===== config.mk =====
export PLATFORM = sky130hd
export DESIGN_NAME = cpu5_top
export DESIGN_NICKNAME = d
export VERILOG_FILES = /design/src/rtl/cpu5_pkg.sv /design/src/rtl/cpu5_ctrl.sv /design/src/rtl/cpu5_datapath.sv /design/src/rtl/cpu5_top.sv
export SDC_FILE = /design/constraint.sdc
export NUM_CORES = 1
export LEC_CHECK = 0
export ABC_AREA = 1
export CAP_MARGIN = 20
export CORE_ASPECT_RATIO = 0.6
export CORE_MARGIN = 5
export CORE_UTILIZATION = 30
export CTS_CLUSTER_DIAMETER = 50
export DETAILED_ROUTE_END_ITERATION = 7
export DONT_BUFFER_PORTS = 1
export PLACE_DENSITY = 0.47
export SETUP_SLACK_MARGIN = 0.15
export SLEW_MARGIN = 10
export SYNTH_ARGS = -nofsm -noshare
export SYNTH_HDL_FRONTEND = slang
export SYNTH_SLANG_ARGS = --single-unit

===== constraint.sdc =====
create_clock -name clk -period 2.8 [get_ports clk]
set_clock_uncertainty 0.1 [all_clocks]
set_input_delay 0.84 -clock clk [delete_from_list [all_inputs] [get_ports clk]]
set_output_delay 0.84 -clock clk [all_outputs]
set_load 0.05 [all_outputs]

===== src/rtl/cpu5_pkg.sv =====
package cpu5_pkg;

  typedef enum logic [2:0] {
    ST_FETCH,
    ST_DECODE,
    ST_ALU,
    ST_MEM,
    ST_WB,
    ST_HALT
  } state_t;

  typedef enum logic [1:0] {
    WB_IMM,
    WB_MEM,
    WB_SUM
  } wbSrc_t;

  typedef struct packed {
    logic   irLoad;
    logic   pcInc;
    logic   opLatch;
    logic   marLoad;
    logic   sumLoad;
    logic   memRead;
    logic   memWrite;
    logic   regWrite;
    logic   carryWrite;
    wbSrc_t wbSrc;
  } strobes_t;

  localparam logic [3:0] OP_MOVI  = 4'h0;
  localparam logic [3:0] OP_LOAD  = 4'h1;
  localparam logic [3:0] OP_STORE = 4'h2;
  localparam logic [3:0] OP_ADD   = 4'h3;
  localparam logic [3:0] OP_HALT  = 4'hF;

endpackage


===== src/rtl/cpu5_ctrl.sv =====
module cpu5_ctrl
  import cpu5_pkg::*;
(
  input  logic       clk,
  input  logic       rst,
  input  logic [3:0] opcode,
  output strobes_t   strobes,
  output state_t     stateNow
);

  state_t stateNext;

  always_comb begin
    case (stateNow)
      ST_FETCH:  stateNext = ST_DECODE;
      ST_DECODE: stateNext = (opcode == OP_HALT) ? ST_HALT : ST_ALU;
      ST_ALU:    stateNext = ST_MEM;
      ST_MEM:    stateNext = ST_WB;
      ST_WB:     stateNext = ST_FETCH;
      default:   stateNext = ST_HALT;
    endcase
  end

  always_ff @(posedge clk) begin
    if (rst) stateNow <= ST_FETCH;
    else     stateNow <= stateNext;
  end

  always_comb begin
    strobes = '0;
    strobes.wbSrc = WB_SUM;
    case (stateNow)
      ST_FETCH: begin
        strobes.irLoad = 1'b1;
        strobes.pcInc  = 1'b1;
      end
      ST_DECODE: begin
        strobes.opLatch = (opcode != OP_HALT);
      end
      ST_ALU: begin
        strobes.marLoad = (opcode == OP_LOAD) || (opcode == OP_STORE);
        strobes.sumLoad = (opcode == OP_ADD);
      end
      ST_MEM: begin
        strobes.memRead  = (opcode == OP_LOAD);
        strobes.memWrite = (opcode == OP_STORE);
      end
      ST_WB: begin
        case (opcode)
          OP_MOVI: begin
            strobes.regWrite = 1'b1;
            strobes.wbSrc    = WB_IMM;
          end
          OP_LOAD: begin
            strobes.regWrite = 1'b1;
            strobes.wbSrc    = WB_MEM;
          end
          OP_ADD: begin
            strobes.regWrite   = 1'b1;
            strobes.carryWrite = 1'b1;
            strobes.wbSrc      = WB_SUM;
          end
          default: ;
        endcase
      end
      default: ;
    endcase
  end

endmodule


===== src/rtl/cpu5_datapath.sv =====
module cpu5_datapath
  import cpu5_pkg::*;
#(
  parameter  int DATA_W  = 8,
  parameter  int IMEM_AW = 4,
  parameter  int DMEM_AW = 4,
  localparam int INSTR_W = DATA_W + 8
) (
  input  logic               clk,
  input  logic               rst,
  input  strobes_t           strobes,
  input  logic               progWe,
  input  logic [IMEM_AW-1:0] progAddr,
  input  logic [INSTR_W-1:0] progData,
  input  logic [1:0]         dbgSel,
  output logic [DATA_W-1:0]  dbgData,
  output logic [3:0]         opcode,
  output logic [IMEM_AW-1:0] pcOut,
  output logic               carryOut
);

  localparam int REG_CNT    = 4;
  localparam int IMEM_DEPTH = 1 << IMEM_AW;
  localparam int DMEM_DEPTH = 1 << DMEM_AW;

  logic [INSTR_W-1:0] imem [IMEM_DEPTH];
  logic [DATA_W-1:0]  dmem [DMEM_DEPTH];
  logic [DATA_W-1:0]  regFile [REG_CNT];

  logic [IMEM_AW-1:0] pc;
  logic [INSTR_W-1:0] ir;
  logic [DATA_W-1:0]  mar;
  logic [DATA_W-1:0]  mdr;
  logic [DATA_W-1:0]  opA;
  logic [DATA_W-1:0]  opB;
  logic [DATA_W:0]    sumReg;
  logic               carry;
  logic [DATA_W-1:0]  wbVal;

  logic [1:0]         regFirst;
  logic [1:0]         regSecond;
  logic [DATA_W-1:0]  immField;

  assign opcode    = ir[INSTR_W-1 -: 4];
  assign regFirst  = ir[DATA_W+3 -: 2];
  assign regSecond = ir[DATA_W+1 -: 2];
  assign immField  = ir[DATA_W-1:0];

  always_ff @(posedge clk) begin
    if (progWe) imem[progAddr] <= progData;
  end

  always_ff @(posedge clk) begin
    if (rst) begin
      pc <= '0;
      ir <= '0;
    end else if (strobes.irLoad) begin
      ir <= imem[pc];
      if (strobes.pcInc) pc <= pc + 1'b1;
    end
  end

  always_ff @(posedge clk) begin
    if (rst) begin
      opA <= '0;
      opB <= '0;
    end else if (strobes.opLatch) begin
      opA <= regFile[regFirst];
      opB <= regFile[regSecond];
    end
  end

  always_ff @(posedge clk) begin
    if (rst) begin
      mar    <= '0;
      sumReg <= '0;
    end else begin
      if (strobes.marLoad) mar <= immField;
      if (strobes.sumLoad) sumReg <= {1'b0, opA} + {1'b0, opB};
    end
  end

  always_ff @(posedge clk) begin
    if (strobes.memWrite) dmem[mar[DMEM_AW-1:0]] <= opA;
  end

  always_ff @(posedge clk) begin
    if (rst)                  mdr <= '0;
    else if (strobes.memRead) mdr <= dmem[mar[DMEM_AW-1:0]];
  end

  always_comb begin
    case (strobes.wbSrc)
      WB_IMM:  wbVal = immField;
      WB_MEM:  wbVal = mdr;
      default: wbVal = sumReg[DATA_W-1:0];
    endcase
  end

  generate
    for (genvar g = 0; g < REG_CNT; g++) begin : gReg
      always_ff @(posedge clk) begin
        if (rst) regFile[g] <= '0;
        else if (strobes.regWrite && (regFirst == 2'(g))) regFile[g] <= wbVal;
      end
    end
  endgenerate

  always_ff @(posedge clk) begin
    if (rst)                     carry <= 1'b0;
    else if (strobes.carryWrite) carry <= sumReg[DATA_W];
  end

  assign dbgData  = regFile[dbgSel];
  assign pcOut    = pc;
  assign carryOut = carry;

endmodule


===== src/rtl/cpu5_top.sv =====
module cpu5_top
  import cpu5_pkg::*;
#(
  parameter  int DATA_W  = 8,
  parameter  int IMEM_AW = 4,
  parameter  int DMEM_AW = 4,
  localparam int INSTR_W = DATA_W + 8
) (
  input  logic               clk,
  input  logic               rst,
  input  logic               progWe,
  input  logic [IMEM_AW-1:0] progAddr,
  input  logic [INSTR_W-1:0] progData,
  input  logic [1:0]         dbgSel,
  output logic [DATA_W-1:0]  dbgData,
  output logic               halted,
  output logic [IMEM_AW-1:0] pcOut,
  output logic               carryOut
);

  strobes_t   strobes;
  state_t     stateNow;
  logic [3:0] opcode;

  cpu5_ctrl u_ctrl (
    .clk      (clk),
    .rst      (rst),
    .opcode   (opcode),
    .strobes  (strobes),
    .stateNow (stateNow)
  );

  cpu5_datapath #(
    .DATA_W  (DATA_W),
    .IMEM_AW (IMEM_AW),
    .DMEM_AW (DMEM_AW)
  ) u_dp (
    .clk      (clk),
    .rst      (rst),
    .strobes  (strobes),
    .progWe   (progWe),
    .progAddr (progAddr),
    .progData (progData),
    .dbgSel   (dbgSel),
    .dbgData  (dbgData),
    .opcode   (opcode),
    .pcOut    (pcOut),
    .carryOut (carryOut)
  );

  assign halted = (stateNow == ST_HALT);

endmodule


==> results.yml <==
floorplanning:
  die_height_um: 212
  die_w_um: 346
  initial_core_util_pct: 30.1
  io_pins: 39
  rows: 74
  dieArea_um2: 73300
  core-area_um2: 67600
placement:
  gp_congestion: 0.888
  portBuffers: 0
  dp_slack_ps: 155
  dp_hpwl_um: 36200
  place_inst: 2925
timing:
  period_share_pct: 95.3
  period_needed_ps: 2670
  setup-tns-final_ps: 0
  setup_violations: 0
  relSlewSlack_pct: 49.8
  fin_ws_ps: 133
  finalHoldViolations: 0
  worstMarginPinSlew_ps: 754
  rsz0062_at_grt: "yes"
  report.final.slew_viol_count: 0
  fmax_ghz: 0.375
worst_setup_path:
  regToRegStartpoint: "u_ctrl.stateNow[1]"
  r2r_cells: 8
  crit_start: "u_dp.regFile[1][0]"
  worstPathArrival_ps: 1730
  path_cells: "o21ai_0 > o22ai_4"
  cp.depth: 2
  crit_type: "reg -> out"
  max_stage_delay_ps: 480
  slowest_stage: "edfxtp_1"
  cp.required_ps: 1860
  reg2reg_slack_ps: 550
  crit_family: "compound AO/OA/AOI/OAI gates"
  cp-start-kind: "flop"
  critPathCapture: "dbgData[0]"
  endpoint_kind: "output port"
  timing.rr.end: "u_dp.regFile[1][1]"
  path_buf_inv: 0
  path_max_fanout: 3
power_and_ir_drop:
  swShare_pct: 25.3
  power.density_nw_per_um2: 722
  switchingPower_mw: 4.32
  power_leakage_nw: 9.21
  ir_drop_mv: 0.370
  p_int_mw: 12.8
  p_total_mw: 17.1
  seqPwrFrac_pct: 47.4
  p_comb_share_pct: 10.7
  power_frac_clock_pct: 42.0
detailed_routing:
  wl_per_cell_um: 19.0
  routed_wl_um: 57400
  via_count: 14215
  drc: 0
  drt_first_pass_iters: 5
  final_antenna_net_count: 0
  via_per_inst: 4.71
  drt-initial-drc-count: 1404
yosys:
  ys_ff_latch: 477
  syn_inst: 2029
  ys_seq_area_share_pct: 67.4
  synth.avg_cell_area_um2: 10.0
  syn_nets: 2064
  syn-cell-area_um2: 20400
  ys_async_sr_fraction_pct: 0
  yosys_warnings: 0
  synth_cell_types: 34
  synth-edff-count: 416
  yosys_most_used_dff: "edfxtp_1"
min_path:
  min_from: "rst"
  hp-class: "in -> reg"
clock_tree:
  path_clk_slew_ps: 60
  clock_latency_ps: 600
  htree_levels: 2
  cts_made_buffers: 50
  cts-root-buf: "clkbuf_16"
  holdBufCountCts: 0
  clkSinkCount: 477
  cts_tree: "built"
  clock_path_buffers: 3
global_route:
  antenna_found_initial: 0
  grt-busiest-layer: "met1"
  gr-usage-met1_pct: 24.7
  grt_usage_pct: 15.5
  grt.met3_usage_pct: 2.73
  met2_usage_pct: 21.8
  grt_max_degree: 132
  grt_pass1_wl_um: 87000
  grt-ovfl-total: 0
  grt_pass1_vias: 13652
final_layout:
  fin_nets: 2100
  seq_area_um2: 13700
  antenna_cells: 0
  drive_gt1_share_pct: 9.12
  fillers: 6769
  multi_input_area_um2: 5620
  instances_no_fill: 3018
  area_delta_synth_final_pct: 16.3
job:
  cap_viol_max_count: 0
run_status:
  status: "complete, no violations"
==> power by group through the flow <==
stage          sequential, mW  combinational [mW]  clock [mW]
4_1_cts                  8.09                1.84        7.35
2_1_floorplan            8.21                1.23           0
6_report                 8.10                1.82        7.18
3_3_place_gp             8.24                1.82           0
3_5_place_dp             8.25                1.84           0
5_1_grt                  8.11                2.05        7.67
==> repair_timing <==
action                     in CTS  in global routing
setup endpoints to repair       1                  9
gates resized for setup         3                  5
buffers inserted                0                  0
gates cloned                    0                  0
pin swaps                       1                  2
==> synthesized netlist by cell type, types with 9 or more instances <==
library cell / count / share of area, %
nand3_1: 232 / 5.7
a31oi_1: 17 / 0.52
nor2_1: 169 / 3.1
clkbuf_1: 24 / 0.44
dfxtp_1: 61 / 6.0
inv_1: 195 / 3.6
buf_2: 49 / 1.2
a21oi_1: 42 / 1.0
ha_1: 9 / 0.55
nand4_1: 9 / 0.28
edfxtp_1: 416 / 61
buf_1: 11 / 0.20
o21ai_0: 77 / 1.9
nand2_1: 656 / 12
a22oi_1: 16 / 0.59
==> state kept, by name, summed over array words and instances, names as in the netlist <==
name and cells:
u_dp.sumReg 9, u_dp.imem 256, u_dp.dmem 128, u_dp.opA 8, u_dp.pcOut 4, u_dp.mar 4
u_dp.ir 16, u_dp.regFile 32, u_dp.opB 8, u_dp.carryOut 1, u_dp.mdr 8, u_ctrl.stateNow 3
==> placed cells by master, fill, tap and decap left out, types with 9 or more instances in the layout <==
| cell type | synthesis | layout |
|---|---|---|
| nand4_1 | 9 | 9 |
| dfxtp_1 | 61 | 57 |
| clkinv_1 | 6 | 11 |
| a31oi_1 | 17 | 17 |
| buf_12 | 0 | 9 |
| bufinv_16 | 0 | 10 |
| clkbuf_1 | 24 | 13 |
| buf_4 | 3 | 62 |
| clkinv_2 | 1 | 9 |
| nor2_1 | 169 | 152 |
| inv_1 | 195 | 192 |
| edfxtp_1 | 416 | 416 |
| nand2_1 | 656 | 656 |
| nand3_1 | 232 | 232 |
| a21oi_1 | 42 | 42 |
| a22oi_1 | 16 | 16 |
| o21ai_0 | 77 | 73 |
| clkbuf_16 | 0 | 51 |
| ha_1 | 9 | 9 |
| nor2_2 | 4 | 21 |
==> layer usage <==
| layer | part of all wire [%] | vias to the layer above | wire length [um] |
|---|---|---|---|
| met1 | 51 | 6802 | 29300 |
| met4 | 1.7 | 0 | 978 |
| met3 | 7.3 | 84 | 4190 |
| met5 | 0 | - | 0 |
| met2 | 40 | 490 | 22900 |
| li1 | - | 6839 | - |
==> worst min-delay path by stage <==
stage,to,cells after the start
6_report,u_ctrl.stateNow[1],1
5_1_grt,u_ctrl.stateNow[1],1
4_1_cts,u_ctrl.stateNow[1],1
3_5_place_dp,u_dp.carryOut,2
3_3_place_gp,u_dp.carryOut,2
2_1_floorplan,u_dp.carryOut,2
==> cell type report <==
type,count,area share (%)
Sequential cell,477,57.9
Multi-Input combinational cell,1258,23.7
Clock buffer,65,5.65
Tap cell,912,4.82
Inverter,206,3.30
Timing Repair Buffer,72,2.77
Clock inverter,28,1.77
==> metrics by stage <==
stage                     area, um^2  utilization, %  hold WS (ps)
after floorplan                20500               -           358
after global placement         21900            32.4           384
after detailed placement       21900            32.4           389
after CTS                      23700            35.0           187
after global routing           23700            35.0           190
final                          23700            35.0           229
==> kinds of logic (layout without fill, tap and decap cells) <==
family	after synthesis	in the layout	synth area share (%)
and+or+nand+nor	1079	1079	21.6
DFF	477	477	67.4
xor gates and xnor gates	2	2	0.0861
adders and majority gates	10	10	0.652
buffers and inverters	294	371	5.79
AOI/OAI and AO/OA	167	167	4.49
No activity file was read; power rests on OpenSTA's default activity.
